==> src/rtl/acc_alu_pkg.sv <==
// Package acc_alu_pkg
// Shared widths, the operation encoding and the result bundle used by the
// accumulator ALU. Assumes an even data width so that it splits into two nibbles.
package acc_alu_pkg;

    localparam int DW  = 8;
    localparam int NIB = DW / 2;
    localparam int OPW = 4;

    typedef enum logic [OPW-1:0] {
        OP_ADD  = 4'd0,
        OP_ADDC = 4'd1,
        OP_SUBB = 4'd2,
        OP_INC  = 4'd3,
        OP_DEC  = 4'd4,
        OP_AND  = 4'd5,
        OP_OR   = 4'd6,
        OP_XOR  = 4'd7,
        OP_CLR  = 4'd8,
        OP_CPL  = 4'd9,
        OP_RL   = 4'd10,
        OP_RR   = 4'd11,
        OP_RLC  = 4'd12,
        OP_RRC  = 4'd13,
        OP_SWAP = 4'd14,
        OP_DA   = 4'd15
    } alu_op_e;

    typedef struct packed {
        logic [DW-1:0] res;
        logic          cy;
        logic          ac;
        logic          ov;
    } alu_res_t;

endpackage

==> src/rtl/acc_alu_arith.sv <==
// Module acc_alu_arith
// Adder/subtractor with status flags. Subtraction is done as A + ~B + ~borrow;
// the carries are then inverted back into borrows. Three carry taps are taken
// from three separate sums: out of the low nibble, out of bit DW-2 and out of
// bit DW-1. Purely combinational.
module acc_alu_arith
    import acc_alu_pkg::*;
(
    input  logic [DW-1:0] a_i,
    input  logic [DW-1:0] b_i,
    input  logic          cy_i,
    input  logic          sub_i,
    input  logic          use_cy_i,
    output logic [DW-1:0] res_o,
    output logic          cy_o,
    output logic          ac_o,
    output logic          ov_o
);

    logic [DW-1:0] b_eff;
    logic          c_eff;
    logic          cin;
    logic [NIB:0]  sum_lo;
    logic [DW-1:0] sum_low7;
    logic [DW:0]   sum_full;

    // Condition the operand and the carry-in for add or subtract.
    always_comb begin
        b_eff = sub_i ? ~b_i : b_i;
        c_eff = use_cy_i & cy_i;
        cin   = sub_i ? ~c_eff : c_eff;
    end

    // Three sums of increasing width give the three carry taps.
    always_comb begin
        sum_lo   = {1'b0, a_i[NIB-1:0]} + {1'b0, b_eff[NIB-1:0]} + (NIB+1)'(cin);
        sum_low7 = {1'b0, a_i[DW-2:0]}  + {1'b0, b_eff[DW-2:0]}  + DW'(cin);
        sum_full = {1'b0, a_i}          + {1'b0, b_eff}          + (DW+1)'(cin);
    end

    // Turn the carries into flags; on subtract they are borrows.
    always_comb begin
        res_o = sum_full[DW-1:0];
        cy_o  = sum_full[DW] ^ sub_i;
        ac_o  = sum_lo[NIB]  ^ sub_i;
        ov_o  = sum_low7[DW-1] ^ sum_full[DW];
    end

endmodule

==> src/rtl/acc_alu_unary.sv <==
// Module acc_alu_unary
// Logical operations, increment/decrement, clear, complement, the four
// rotations and the nibble exchange. Only the rotates through carry change
// the carry; for every other code here the carry passes straight through.
// Purely combinational; codes outside this group return A unchanged.
module acc_alu_unary
    import acc_alu_pkg::*;
(
    input  alu_op_e       op_i,
    input  logic [DW-1:0] a_i,
    input  logic [DW-1:0] b_i,
    input  logic          cy_i,
    output logic [DW-1:0] res_o,
    output logic          cy_o
);

    logic [DW-1:0] swapped;

    // Nibble exchange wiring, one pair of bits per step.
    for (genvar g = 0; g < NIB; g++) begin : g_swap
        assign swapped[g]       = a_i[g+NIB];
        assign swapped[g+NIB]   = a_i[g];
    end

    // Pick the result and the carry for the selected code.
    always_comb begin
        res_o = a_i;
        cy_o  = cy_i;
        case (op_i)
            OP_INC:  res_o = a_i + DW'(1);
            OP_DEC:  res_o = a_i - DW'(1);
            OP_AND:  res_o = a_i & b_i;
            OP_OR:   res_o = a_i | b_i;
            OP_XOR:  res_o = a_i ^ b_i;
            OP_CLR:  res_o = '0;
            OP_CPL:  res_o = ~a_i;
            OP_RL:   res_o = {a_i[DW-2:0], a_i[DW-1]};
            OP_RR:   res_o = {a_i[0], a_i[DW-1:1]};
            OP_RLC: begin
                res_o = {a_i[DW-2:0], cy_i};
                cy_o  = a_i[DW-1];
            end
            OP_RRC: begin
                res_o = {cy_i, a_i[DW-1:1]};
                cy_o  = a_i[0];
            end
            OP_SWAP: res_o = swapped;
            default: res_o = a_i;
        endcase
    end

endmodule

==> src/rtl/acc_alu_decadj.sv <==
// Module acc_alu_decadj
// BCD correction after a packed-decimal addition. It runs in two steps: a low
// correction of 06h, then a high correction of 60h decided on the intermediate
// value. The carry out is sticky: it is set if it came in set or if either
// step carried. Purely combinational.
module acc_alu_decadj
    import acc_alu_pkg::*;
(
    input  logic [DW-1:0] a_i,
    input  logic          cy_i,
    input  logic          ac_i,
    output logic [DW-1:0] res_o,
    output logic          cy_o
);

    localparam logic [DW:0]  ADJ_LO  = (DW+1)'(6);
    localparam logic [DW:0]  ADJ_HI  = ADJ_LO << NIB;
    localparam logic [NIB-1:0] DIGIT_MAX = NIB'(9);

    logic          fix_lo;
    logic          fix_hi;
    logic [DW:0]   step1;
    logic [DW:0]   step2;

    // Step 1: correct the low digit.
    always_comb begin
        fix_lo = (a_i[NIB-1:0] > DIGIT_MAX) | ac_i;
        step1  = {1'b0, a_i} + (fix_lo ? ADJ_LO : '0);
    end

    // Step 2: correct the high digit of the intermediate value.
    always_comb begin
        fix_hi = (step1[DW-1:NIB] > DIGIT_MAX) | cy_i | step1[DW];
        step2  = {1'b0, step1[DW-1:0]} + (fix_hi ? ADJ_HI : '0);
    end

    // Final value and sticky carry.
    always_comb begin
        res_o = step2[DW-1:0];
        cy_o  = cy_i | step1[DW] | step2[DW];
    end

endmodule

==> src/rtl/acc_alu.sv <==
// Module acc_alu
// Top of the accumulator ALU. It selects among the arithmetic, unary and
// decimal-adjust units by operation code and registers the result, the flags
// and the result parity. The register loads only when op_valid is high, so the
// outputs hold between operations. Assumes op_code and the operands are stable
// around the rising edge. Synchronous active-low reset.
module acc_alu
    import acc_alu_pkg::*;
(
    input  logic           clk,
    input  logic           rst_n,
    input  logic           op_valid,
    input  logic [OPW-1:0] op_code,
    input  logic [DW-1:0]  acc_in,
    input  logic [DW-1:0]  opnd_in,
    input  logic           cy_in,
    input  logic           ac_in,
    input  logic           ov_in,
    output logic           res_valid,
    output logic [DW-1:0]  res_out,
    output logic           cy_out,
    output logic           ac_out,
    output logic           ov_out,
    output logic           par_out
);

    alu_op_e       op;
    logic          is_sub;
    logic          with_cy;
    logic [DW-1:0] ar_res;
    logic          ar_cy, ar_ac, ar_ov;
    logic [DW-1:0] un_res;
    logic          un_cy;
    logic [DW-1:0] da_res;
    logic          da_cy;
    alu_res_t      nxt;

    // Decode the raw code into the enum and the adder controls.
    always_comb begin
        op      = alu_op_e'(op_code);
        is_sub  = (op == OP_SUBB);
        with_cy = (op != OP_ADD);
    end

    acc_alu_arith u_arith (
        .a_i      (acc_in),
        .b_i      (opnd_in),
        .cy_i     (cy_in),
        .sub_i    (is_sub),
        .use_cy_i (with_cy),
        .res_o    (ar_res),
        .cy_o     (ar_cy),
        .ac_o     (ar_ac),
        .ov_o     (ar_ov)
    );

    acc_alu_unary u_unary (
        .op_i  (op),
        .a_i   (acc_in),
        .b_i   (opnd_in),
        .cy_i  (cy_in),
        .res_o (un_res),
        .cy_o  (un_cy)
    );

    acc_alu_decadj u_decadj (
        .a_i   (acc_in),
        .cy_i  (cy_in),
        .ac_i  (ac_in),
        .res_o (da_res),
        .cy_o  (da_cy)
    );

    // Steer the selected unit's result and flags into the register input.
    always_comb begin
        case (op)
            OP_ADD, OP_ADDC, OP_SUBB: nxt = '{res: ar_res, cy: ar_cy, ac: ar_ac, ov: ar_ov};
            OP_DA:                    nxt = '{res: da_res, cy: da_cy, ac: ac_in, ov: ov_in};
            default:                  nxt = '{res: un_res, cy: un_cy, ac: ac_in, ov: ov_in};
        endcase
    end

    // Output register: load on a valid operation, hold otherwise.
    always_ff @(posedge clk) begin
        if (!rst_n) begin
            res_valid <= 1'b0;
            res_out   <= '0;
            cy_out    <= 1'b0;
            ac_out    <= 1'b0;
            ov_out    <= 1'b0;
            par_out   <= 1'b0;
        end else begin
            res_valid <= op_valid;
            if (op_valid) begin
                res_out <= nxt.res;
                cy_out  <= nxt.cy;
                ac_out  <= nxt.ac;
                ov_out  <= nxt.ov;
                par_out <= ^nxt.res;
            end
        end
    end


    valid_follow_chk: assert property (@(posedge clk) disable iff (!rst_n)
        op_valid |=> res_valid);


    hold_when_idle_chk: assert property (@(posedge clk) disable iff (!rst_n)
        !op_valid |=> (!res_valid && $stable(res_out) && $stable(cy_out)
                       && $stable(ac_out) && $stable(ov_out)));


    parity_track_chk: assert property (@(posedge clk) disable iff (!rst_n)
        par_out == ^res_out);


    flags_keep_chk: assert property (@(posedge clk) disable iff (!rst_n)
        (op_valid && (op_code inside {4'd3, 4'd4, 4'd5, 4'd6, 4'd7, 4'd8,
                                      4'd9, 4'd10, 4'd11, 4'd14}))
        |=> (cy_out == $past(cy_in) && ac_out == $past(ac_in)
             && ov_out == $past(ov_in)));


    rlc_carry_chk: assert property (@(posedge clk) disable iff (!rst_n)
        (op_valid && op_code == 4'd12) |=> (cy_out == $past(acc_in[DW-1])
                                             && res_out[0] == $past(cy_in)));


    clear_zero_chk: assert property (@(posedge clk) disable iff (!rst_n)
        (op_valid && op_code == 4'd8) |=> (res_out == '0));


    da_sticky_chk: assert property (@(posedge clk) disable iff (!rst_n)
        (op_valid && op_code == 4'd15 && cy_in) |=> cy_out);

endmodule

==> config.mk <==
export PLATFORM = sky130hd
export DESIGN_NAME = acc_alu
export DESIGN_NICKNAME = d
export VERILOG_FILES = /design/src/rtl/acc_alu_pkg.sv /design/src/rtl/acc_alu_arith.sv /design/src/rtl/acc_alu_unary.sv /design/src/rtl/acc_alu_decadj.sv /design/src/rtl/acc_alu.sv
export SDC_FILE = /design/constraint.sdc
export NUM_CORES = 1
export LEC_CHECK = 0
export ABC_AREA = 1
export BUFFER_PORTS_ARGS = -buffer_cell sky130_fd_sc_hd__buf_2
export CAP_MARGIN = 5
export CORE_MARGIN = 4
export CORE_UTILIZATION = 50
export CTS_CLUSTER_DIAMETER = 120
export DETAILED_ROUTE_END_ITERATION = 10
export GPL_TIMING_DRIVEN = 0
export PLACE_DENSITY = 0.79
export SYNTH_ARGS = -nofsm -noshare
export SYNTH_HDL_FRONTEND = slang
export SYNTH_SLANG_ARGS = --single-unit
==> constraint.sdc <==
create_clock -name clk -period 6.15 [get_ports clk]
set_input_delay 0.9225 -clock clk [delete_from_list [all_inputs] [get_ports clk]]
set_output_delay 0.9225 -clock clk [all_outputs]
set_load 0.02 [all_outputs]
==> results.yml <==
run_status:
  status: "complete, no violations"
sta:
  worst_slew_pin_slew_ns: 0.5482
  whs_ns: 0.4662
  tns_ns: 0
  slew-limit-headroom: 0.6307
  fin_worst_skew_ns: 0
  max_freq_ghz: 0.2288
  period_share: 0.7105
  setup_viol: 0
  slew_violations: 0
  hold_viol_final: 0
  min_period_ns: 4.370
  grt_setup_unrepaired: "no"
  fin_ws_ns: 1.780
placement:
  dp_cells: 642
  port_buffers: 38
  dp_slack_ns: 1.591
  hpwl_um: 7150
  postPlaceCellArea_sq_mm: 0.003132
  place_congestion: 0.9865
power:
  power_switching_uw: 198.1
  switching_share: 0.4712
  p_leak_nw: 1.905
  seqPwrFrac: 0.228
  powerDensity_mw_per_mm2: 132.3
  clockPowerShare: 0.177
  p_int_uw: 222.3
  p_total_uw: 420.4
  power_frac_comb: 0.595
  vdd_ir_drop_max_v: 0.00009575
synth:
  syn_nets: 595
  synthTopCellsByCount: "nand2_1, inv_1, nor2_1"
  netlist_area_sq_mm: 0.002851
  synth.area.top_cells: "nand2_1, ha_1, inv_1"
  syn_area_per_cell_sq_um: 5.360
  ys_ff_latch: 13
  yosysTopAreaCell: "nand2_1"
  synth_fa_ha_area_frac: 0.1729
  yosysUniqueCellTypes: 27
  ys_warn_count: 0
  synth-compound-area-share: 0.1097
  synth_top_family_by_area: "simple AND/OR/NAND/NOR gates"
  synth.area.mux_share: 0
  yosysMostFrequentCell: "nand2_1"
  synth-simple-area-share: 0.4638
  synth-seq-area-share: 0.09127
  synth-xor-area-share: 0.03379
  synth_top_area_share: 0.2383
  async_reset_ff_frac: 0
  syn_inst: 532
  synth-main-ff-cell: "dfxtp_1"
  synth_edf_count: 0
worst_setup_path:
  crit_start: "op_code[1]"
  crit_fanout: 10
  crit_type: "input port to flop"
  reg2reg_slack_ns: 5.48
  cp-start-kind: "input port"
  r2r-end: "res_out[0]"
  critPathArrivalTime_ns: 4.51
  worstPathRequired_ns: 6.29
  rr_worst_depth: 2
  r2r-start: "res_out[0]"
  end_kind: "flop"
  cp-endpoint: "par_out"
clocking:
  cts_resized: 0
  clk_latency_ns: 0.24
  clockBufferDepth: 2
  htreeDepth: 1
  hold_buffers: 0
  clk_pin_slew_ns: 0.05
  clock_sinks: 13
  cts_tree: "built"
  cts_buffers: 3
  post-cts-setup-buffers: 0
  cts-root-buf: "clkbuf_8"
floorplan:
  pin_count: 39
  die_h_um: 83.52
  die-width_um: 83.52
  die_area_sq_mm: 0.006976
  rows: 27
  core_area_sq_mm: 0.005507
  initial_core_util: 0.5178
global_routing:
  gr-total-overflow: 0
  grt_max_degree: 13
  grt_pass1_wl_um: 14490
  grt.total_usage: 0.2473
  grt_pass1_vias: 3094
  antenna_found_initial: 0
hold_path:
  worstHoldPathType: "flop to flop"
  min_from: "ov_out"
route:
  ant_nets: 0
  drt_iter0_drc: 367
  vias_per_cell: 5.446
  wirelength_um: 8583
  drc: 0
  firstDrtPassIters: 9
  wl_per_cell_um: 13.29
  vias: 3518
layout:
  diodes: 0
  fin_util: 0.5769
  fin_cells: 646
  num-nets-final: 638
  syn2layout_area_growth_pct: 11.41
  finalInstanceArea_sq_mm: 0.003177
  drive_above_1_share: 0.1010
flow_run:
  cap_violations: 0
[critical path, cell delays in order]
cell     delay, ns
buf_2         0.14
inv_2         0.05
nor2_1        0.36
nand2_1       0.44
xor2_1        0.24
inv_1         0.07
fa_1          0.47
fa_1          0.45
nand3_1       0.09
nand2_1       0.10
or2_2         0.29
nand2_1       0.09
nand3_1       0.11
nand2_1       0.15
nand3_1       0.08
nand2_1       0.11
nand3_1       0.09
nand3_1       0.09
nand3_1       0.07
nand2_1       0.07
inv_1         0.03
[layer usage]
layer,part of all wire,vias up,track usage
met1,0.45,1555,0.3467
met3,0.079,27,0.02073
met5,0,-,0
met4,0.030,0,0.08772
li1,-,1769,-
met2,0.44,167,0.3965
[how the worst min path moves through the flow]
stage / endpoint / depth (start not counted)
after floorplan: ov_out / 2
after global placement: ov_out / 2
after detailed placement: ov_out / 2
after CTS: ov_out / 2
after global routing: ov_out / 2
final: ov_out / 2
[power groups by stage]
stage	combinational [mW]	clock (mW)	sequential, mW
after floorplan	0.164	0	0.107
after global placement	0.239	0	0.0970
after detailed placement	0.245	0	0.0975
after CTS	0.247	0.0766	0.0958
after global routing	0.284	0.0819	0.0966
final	0.250	0.0745	0.0958
[kinds of logic after synthesis]
| logic type | count (synthesis) |
|---|---|
| simple gates | 316 |
| buf+inv | 97 |
| compound gates | 58 |
| fa+ha+maj | 37 |
| flops | 13 |
| xor+xnor | 11 |
[cells in the final DEF (no fill, tap or decap)]
master / synthesis / layout
inv_1: 87 / 87
nor3b_1: 1 / 1
xnor2_1: 2 / 2
nor3_1: 2 / 2
o21ai_0: 19 / 19
fa_1: 4 / 4
nand3b_1: 3 / 3
nor2_2: 4 / 4
ha_1: 33 / 33
clkbuf_1: 3 / 4
buf_2: 2 / 40
o22ai_1: 1 / 1
xor2_1: 9 / 9
o211ai_1: 6 / 6
or2_2: 3 / 3
a21o_1: 1 / 1
dfxtp_1: 13 / 13
clkbuf_8: 0 / 3
inv_2: 5 / 5
nand3_1: 51 / 51
nand4_1: 12 / 12
o21ai_1: 2 / 2
nand2_1: 181 / 181
nor2_1: 56 / 56
a21oi_1: 27 / 27
nand2_2: 3 / 3
o21bai_1: 1 / 1
a31oi_1: 1 / 1
[cell type report]
type,instances,area (sq um)
well taps,72,90.09
fillers,576,2330
clock buffers,4,45.04
repair buffers,38,190.2
plain buffers,5,21.27
multi-input cells,422,2225
flip-flops and latches,13,260.3
inverters,92,345.3
[flip-flops by register name, summed over array words and instances, names as in the netlist]
signal     flops
res_out        8
ac_out         1
cy_out         1
ov_out         1
par_out        1
res_valid      1
Note: power is estimated with default switching activity, not from simulation.
